$ cat src/rtl/wrs_pkg.sv
package wrs_pkg;

  typedef enum logic [2:0] {
    ST_IDLE,
    ST_SEND_WAKE,
    ST_WAKE_WAIT,
    ST_SEND_PROBE,
    ST_WAIT_REPLY,
    ST_READY,
    ST_FAIL
  } wrs_state_e;

  localparam logic [7:0] WAKE_BYTE = 8'hFF;

  // Microseconds to clock cycles, rounded up, never below one cycle.
  function automatic longint unsigned us_to_cycles(input longint unsigned hz,
                                                   input longint unsigned us);
    longint unsigned c;
    c = (hz * us + 64'd999_999) / 64'd1_000_000;
    return (c == 64'd0) ? 64'd1 : c;
  endfunction

endpackage

$ cat src/rtl/wrs_timer.sv
module wrs_timer #(
  parameter int unsigned TW = 16
) (
  input  logic          clk,
  input  logic          rst_n,
  input  logic          load,
  input  logic [TW-1:0] load_val,
  input  logic          run,
  output logic          zero
);

  logic [TW-1:0] cnt_q;
  logic [TW-1:0] cnt_d;
  logic          cnt_en;

  always_comb begin
    cnt_en = 1'b0;
    cnt_d  = cnt_q;
    if (load) begin
      cnt_en = 1'b1;
      cnt_d  = load_val;
    end else if (run && (cnt_q != '0)) begin
      cnt_en = 1'b1;
      cnt_d  = cnt_q - 1'b1;
    end
  end

  always_ff @(posedge clk or negedge rst_n) begin
    if (!rst_n) begin
      cnt_q <= '0;
    end else if (cnt_en) begin
      cnt_q <= cnt_d;
    end
  end

  assign zero = (cnt_q == '0);

endmodule

$ cat src/rtl/wrs_retry.sv
module wrs_retry #(
  parameter int unsigned MAX_TRIES = 16,
  localparam int unsigned CW = $clog2(MAX_TRIES + 1)
) (
  input  logic clk,
  input  logic rst_n,
  input  logic clr,
  input  logic inc,
  output logic last
);

  logic [CW-1:0] tries_q;
  logic [CW-1:0] tries_d;
  logic          tries_en;

  always_comb begin
    tries_en = 1'b0;
    tries_d  = tries_q;
    if (clr) begin
      tries_en = 1'b1;
      tries_d  = '0;
    end else if (inc && !last) begin
      tries_en = 1'b1;
      tries_d  = tries_q + 1'b1;
    end
  end

  always_ff @(posedge clk or negedge rst_n) begin
    if (!rst_n) begin
      tries_q <= '0;
    end else if (tries_en) begin
      tries_q <= tries_d;
    end
  end

  assign last = (tries_q >= CW'(MAX_TRIES));

endmodule

$ cat src/rtl/wrs_reply_match.sv
module wrs_reply_match #(
  parameter int unsigned DW = 8,
  parameter logic [DW-1:0] PROBE_BYTE = 8'h0F
) (
  input  logic          enable,
  input  logic          rx_valid,
  input  logic [DW-1:0] rx_data,
  output logic          hit,
  output logic          miss
);

  logic [DW-1:0] bit_ok;

  // Each received bit must be the inverse of the matching probe bit.
  for (genvar b = 0; b < DW; b++) begin : g_bit
    assign bit_ok[b] = rx_data[b] ^ PROBE_BYTE[b];
  end

  assign hit  = enable && rx_valid && (&bit_ok);
  assign miss = enable && rx_valid && !(&bit_ok);

endmodule

$ cat src/rtl/wake_resync_seq.sv
module wake_resync_seq
  import wrs_pkg::*;
#(
  parameter int unsigned   CLK_HZ      = 100_000_000,
  parameter int unsigned   BAUD        = 115_200,
  parameter int unsigned   WAKE_MIN_NS = 8_500,
  parameter int unsigned   DEAD_US     = 1_500,
  parameter int unsigned   REPLY_US    = 2_000,
  parameter int unsigned   MAX_TRIES   = 16,
  parameter logic [7:0]    PROBE_BYTE  = 8'h0F
) (
  input  logic       clk,
  input  logic       rst_n,
  input  logic       wake_req,
  output logic       tx_valid,
  output logic [7:0] tx_data,
  input  logic       tx_ready,
  input  logic       rx_valid,
  input  logic [7:0] rx_data,
  output logic       link_ready,
  output logic       link_fail,
  output logic       busy,
  output logic       cfg_err
);

  localparam int unsigned DEAD_CYC  = 32'(us_to_cycles(64'(CLK_HZ), 64'(DEAD_US)));
  localparam int unsigned REPLY_CYC = 32'(us_to_cycles(64'(CLK_HZ), 64'(REPLY_US)));
  localparam int unsigned MAX_CYC   = (DEAD_CYC > REPLY_CYC) ? DEAD_CYC : REPLY_CYC;
  localparam int unsigned TW        = $clog2(MAX_CYC + 1);
  localparam bit          CFG_BAD   =
    (64'(BAUD) * 64'(WAKE_MIN_NS)) > 64'd1_000_000_000;

  // Reset: asserted asynchronously, released after two clock edges.
  logic [1:0] rst_pipe_q;
  logic       rst_n_i;

  always_ff @(posedge clk or negedge rst_n) begin
    if (!rst_n) begin
      rst_pipe_q <= 2'b00;
    end else begin
      rst_pipe_q <= {rst_pipe_q[0], 1'b1};
    end
  end

  assign rst_n_i = rst_pipe_q[1];

  wrs_state_e state_q;
  wrs_state_e state_d;
  logic       state_en;

  logic       at_rest;
  logic       wake_take;
  logic       wake_fire;
  logic       probe_fire;
  logic       tmr_load;
  logic [TW-1:0] tmr_val;
  logic       tmr_run;
  logic       tmr_zero;
  logic       try_last;
  logic       reply_hit;
  logic       reply_miss;

  assign at_rest    = (state_q == ST_IDLE) || (state_q == ST_READY) ||
                      (state_q == ST_FAIL);
  assign wake_take  = at_rest && wake_req && !CFG_BAD;
  assign wake_fire  = (state_q == ST_SEND_WAKE) && tx_ready;
  assign probe_fire = (state_q == ST_SEND_PROBE) && tx_ready;

  assign tmr_load = wake_fire || probe_fire;
  assign tmr_val  = wake_fire ? TW'(DEAD_CYC - 1) : TW'(REPLY_CYC - 1);
  assign tmr_run  = (state_q == ST_WAKE_WAIT) || (state_q == ST_WAIT_REPLY);

  wrs_timer #(
    .TW(TW)
  ) u_timer (
    .clk      (clk),
    .rst_n    (rst_n_i),
    .load     (tmr_load),
    .load_val (tmr_val),
    .run      (tmr_run),
    .zero     (tmr_zero)
  );

  wrs_retry #(
    .MAX_TRIES(MAX_TRIES)
  ) u_retry (
    .clk   (clk),
    .rst_n (rst_n_i),
    .clr   (wake_take),
    .inc   (probe_fire),
    .last  (try_last)
  );

  // Only compared while a reply is awaited; dead-interval bytes are dropped.
  wrs_reply_match #(
    .DW         (8),
    .PROBE_BYTE (PROBE_BYTE)
  ) u_match (
    .enable   (state_q == ST_WAIT_REPLY),
    .rx_valid (rx_valid),
    .rx_data  (rx_data),
    .hit      (reply_hit),
    .miss     (reply_miss)
  );

  always_comb begin
    state_d = state_q;
    unique case (state_q)
      ST_IDLE, ST_READY, ST_FAIL: begin
        if (wake_take) state_d = ST_SEND_WAKE;
      end
      ST_SEND_WAKE: begin
        if (tx_ready) state_d = ST_WAKE_WAIT;
      end
      ST_WAKE_WAIT: begin
        if (tmr_zero) state_d = ST_SEND_PROBE;
      end
      ST_SEND_PROBE: begin
        if (tx_ready) state_d = ST_WAIT_REPLY;
      end
      ST_WAIT_REPLY: begin
        if (reply_hit) begin
          state_d = ST_READY;
        end else if (reply_miss || tmr_zero) begin
          state_d = try_last ? ST_FAIL : ST_SEND_PROBE;
        end
      end
      default: state_d = ST_IDLE;
    endcase
  end

  assign state_en = (state_d != state_q);

  always_ff @(posedge clk or negedge rst_n_i) begin
    if (!rst_n_i) begin
      state_q <= ST_IDLE;
    end else if (state_en) begin
      state_q <= state_d;
    end
  end

  assign tx_valid   = (state_q == ST_SEND_WAKE) || (state_q == ST_SEND_PROBE);
  assign tx_data    = (state_q == ST_SEND_WAKE) ? WAKE_BYTE : PROBE_BYTE;
  assign link_ready = (state_q == ST_READY);
  assign link_fail  = (state_q == ST_FAIL);
  assign busy       = !at_rest;
  assign cfg_err    = CFG_BAD;

endmodule

$ cat config.mk
export PLATFORM = sky130hd
export DESIGN_NAME = wake_resync_seq
export DESIGN_NICKNAME = d
export VERILOG_FILES = /design/src/rtl/wrs_pkg.sv /design/src/rtl/wrs_timer.sv /design/src/rtl/wrs_retry.sv /design/src/rtl/wrs_reply_match.sv /design/src/rtl/wake_resync_seq.sv
export SDC_FILE = /design/constraint.sdc
export NUM_CORES = 1
export LEC_CHECK = 0
export CORE_MARGIN = 3
export CORE_UTILIZATION = 35
export DETAILED_ROUTE_END_ITERATION = 6
export PLACE_DENSITY = 0.57
export SLEW_MARGIN = 25
export SYNTH_ARGS = -nofsm -noshare
export SYNTH_HDL_FRONTEND = slang
export SYNTH_HIERARCHICAL = 1
export SYNTH_SLANG_ARGS = --single-unit
$ cat constraint.sdc
create_clock -name clk -period 2 [get_ports clk]
set_clock_uncertainty 0.2 [all_clocks]
set_input_delay 0.4 -clock clk [delete_from_list [all_inputs] [get_ports clk]]
set_output_delay 0.4 -clock clk [all_outputs]
set_load 0.05 [all_outputs]
==> impl_metrics.tcl <==
set metrics [dict create \
    antenna_cells 0 \
    status "finished, violations left" \
    viasPerCell 5.32 \
    final_util_pct 64.2 \
    cp.required_ns 1.99 \
    fin_cells 402 \
    placed_cell_area_um2 2750 \
    wl_per_cell_um 15.6 \
    place_congestion 0.940 \
    violations "negative setup slack" \
    peakVddDrop_v 0.000840 \
    die_x_um 81.2 \
    synth_cell_type_count 56 \
    crit_type "register to register" \
    clkSinkCount 28 \
    holdWs_ns 0.0479 \
    setup_tns_ns -1.62 \
    start_util_pct 37.4 \
    drt-initial-drc-count 134 \
    cap_violations 0 \
    synth_top_area_share_pct 35.4 \
    postSynthAreaPerCell_um2 8.39 \
    core_area_um2 5300 \
    overflow 0 \
    dpl.hpwl_um 4000 \
    slew_violations 0 \
    power_density_nw_per_um2 1430 \
    leakagePower_nw 1.44 \
    vias 2140 \
    synth_ff_type "dfrtp_1" \
    placed_cells 373 \
    io_pins 26 \
    die-area_um2 6600 \
    layout-drive-gt1-share_pct 44.9 \
    numCtsBuffers 3 \
    grt_max_degree 27 \
    numPortBuffers 20 \
    drc 0 \
    cts_root_buf "clkbuf_8" \
    ys_seq_elements 28 \
    drtAntennaViolNets 0 \
    clkTransAtPathRegs_ns 0.09 \
    grt_antenna_before_repair 0 \
    rows 26 \
    clock_latency_ns 0.28 \
    crit_fanout 4 \
    synth_common_cells "dfrtp_1 (28), nor2_1 (23), nand2_1 (17)" \
    synth_most_common_cell "dfrtp_1" \
    wirelength_um 6260 \
    yosys-top-cells-area "dfrtp_1 (35%), nor2_1 (4.4%), o21ai_0 (3.3%)" \
    setup_slack_ns -0.206 \
    crit_path_end_kind "register" \
    fin_crit_sh_pct 110 \
    rsz0062_at_grt "yes" \
    yosysWarningCount 6 \
    syn-cell-area_um2 1980 \
    worstSetupStartpointType "register" \
    syn_to_final_growth_pct 71.8 \
    finalInstanceArea_um2 3400 \
    grt_pass1_vias 2011 \
    die_height_um 81.2 \
    cts_tree "done" \
    ys_async_sr_fraction_pct 100 \
    htreeDepth 1 \
    finalNetCount 349 \
    yosysTopAreaCell "dfrtp_1" \
    ys_seq_area_share_pct 35.4 \
    synth_edf_count 0 \
    drtPass1Iterations 4 \
    min_path_type "register to async pin" \
    grt_usage_pct 18.6 \
    post-route-min-period_ns 2.21 \
    setup_viol 18 \
    syn_inst 236 \
    clockBufferDepth 2 \
    fmax_ghz 0.453 \
    hold_viol_final 0 \
    cp.arrival_ns 2.20 \
    grt_pass1_wl_um 9490 \
]
-- per-layer routing --
metal	global-route usage, %	wire (um)	up-vias
met4	5.24	86	0
met3	4.10	261	8
li1	-	-	1040
met1	22.9	2620	1042
met2	32.3	3290	50
met5	0	0	-
-- where the power goes --
part | total [mW] | internal (mW) | switching [mW]
Sequential | 1.04 | 0.792 | 0.246
Combinational | 3.48 | 1.84 | 1.64
Clock | 0.356 | 0.177 | 0.180
Total | 4.88 | 2.81 | 2.07
-- area by class of cell --
type,instances,area (um^2)
sequential,28,701
fill,422,1900
inverter,13,48.8
timing repair buffer,97,1030
tap,70,87.6
multi-input combinational,190,1480
clock buffer,4,55.1
-- worst paths after layout --
path                               start                end  slack (ns)  cells after the start
hold / removal             rst_pipe_q[1]   u_timer/cnt_q[0]        0.05                      1
setup reg to reg              state_q[1]   u_timer/cnt_q[9]       -0.21                      5
max in group asynchronous  rst_pipe_q[1]  u_timer/cnt_q[10]        1.29                      1
min in group clk           rst_pipe_q[0]      rst_pipe_q[1]        0.16                      0
hold reg to reg            rst_pipe_q[1]   u_timer/cnt_q[0]        0.05                      1
setup / recovery              state_q[1]   u_timer/cnt_q[9]       -0.21                      5
-- repair_timing --
| action | in CTS | in global routing |
|---|---|---|
| hold buffers | 0 | 0 |
| setup endpoints to repair | 22 | 28 |
| setup buffers | 9 | 16 |
| gates resized for setup | 26 | 55 |
| gates cloned | 0 | 2 |
| pin swaps | 14 | 21 |
-- kinds of logic after synthesis --
kind of cell	after synthesis	share of synthesized area, %
muxes	2	1.07
and+or+nand+nor	106	31.1
buffers and inverters	34	8.53
DFF	28	35.4
other	2	0.379
AOI/OAI and AO/OA	57	19.8
adders and majority gates	3	1.90
xor gates and xnor gates	4	1.77
-- state kept, by name, indices dropped and copies added (netlist names) --
register         cells
u_timer/cnt_q       18
u_retry/tries_q      5
state_q              3
rst_pipe_q           2
-- stage by stage --
step | setup slack [ns] | power [mW]
6_report | -0.206 | 4.88
5_1_grt | -0.256 | 5.20
4_1_cts | -0.181 | 4.22
3_5_place_dp | -0.231 | 3.59
3_3_place_gp | -0.155 | 3.56
2_1_floorplan | -0.416 | 2.51
-- critical path, stage by stage (launching register included) --
cell	delay, ns
dfrtp_1	0.41
xnor2_1	0.14
nor2_2	0.12
or4b_4	0.52
or4_4	0.45
o311ai_2	0.27
-- cells in the final DEF (no fill, tap or decap), types with 6 or more instances in the layout --
master | Yosys | layout
buf_12 | 0 | 14
conb_1 | 2 | 18
nand3_1 | 7 | 6
nand2_1 | 17 | 17
inv_1 | 13 | 10
o21ai_0 | 13 | 8
clkdlybuf4s50_1 | 0 | 12
nor2_1 | 23 | 19
buf_4 | 8 | 54
a21oi_1 | 10 | 8
buf_6 | 1 | 13
dfrtp_1 | 28 | 28
Power figures use the tool's default switching activity.
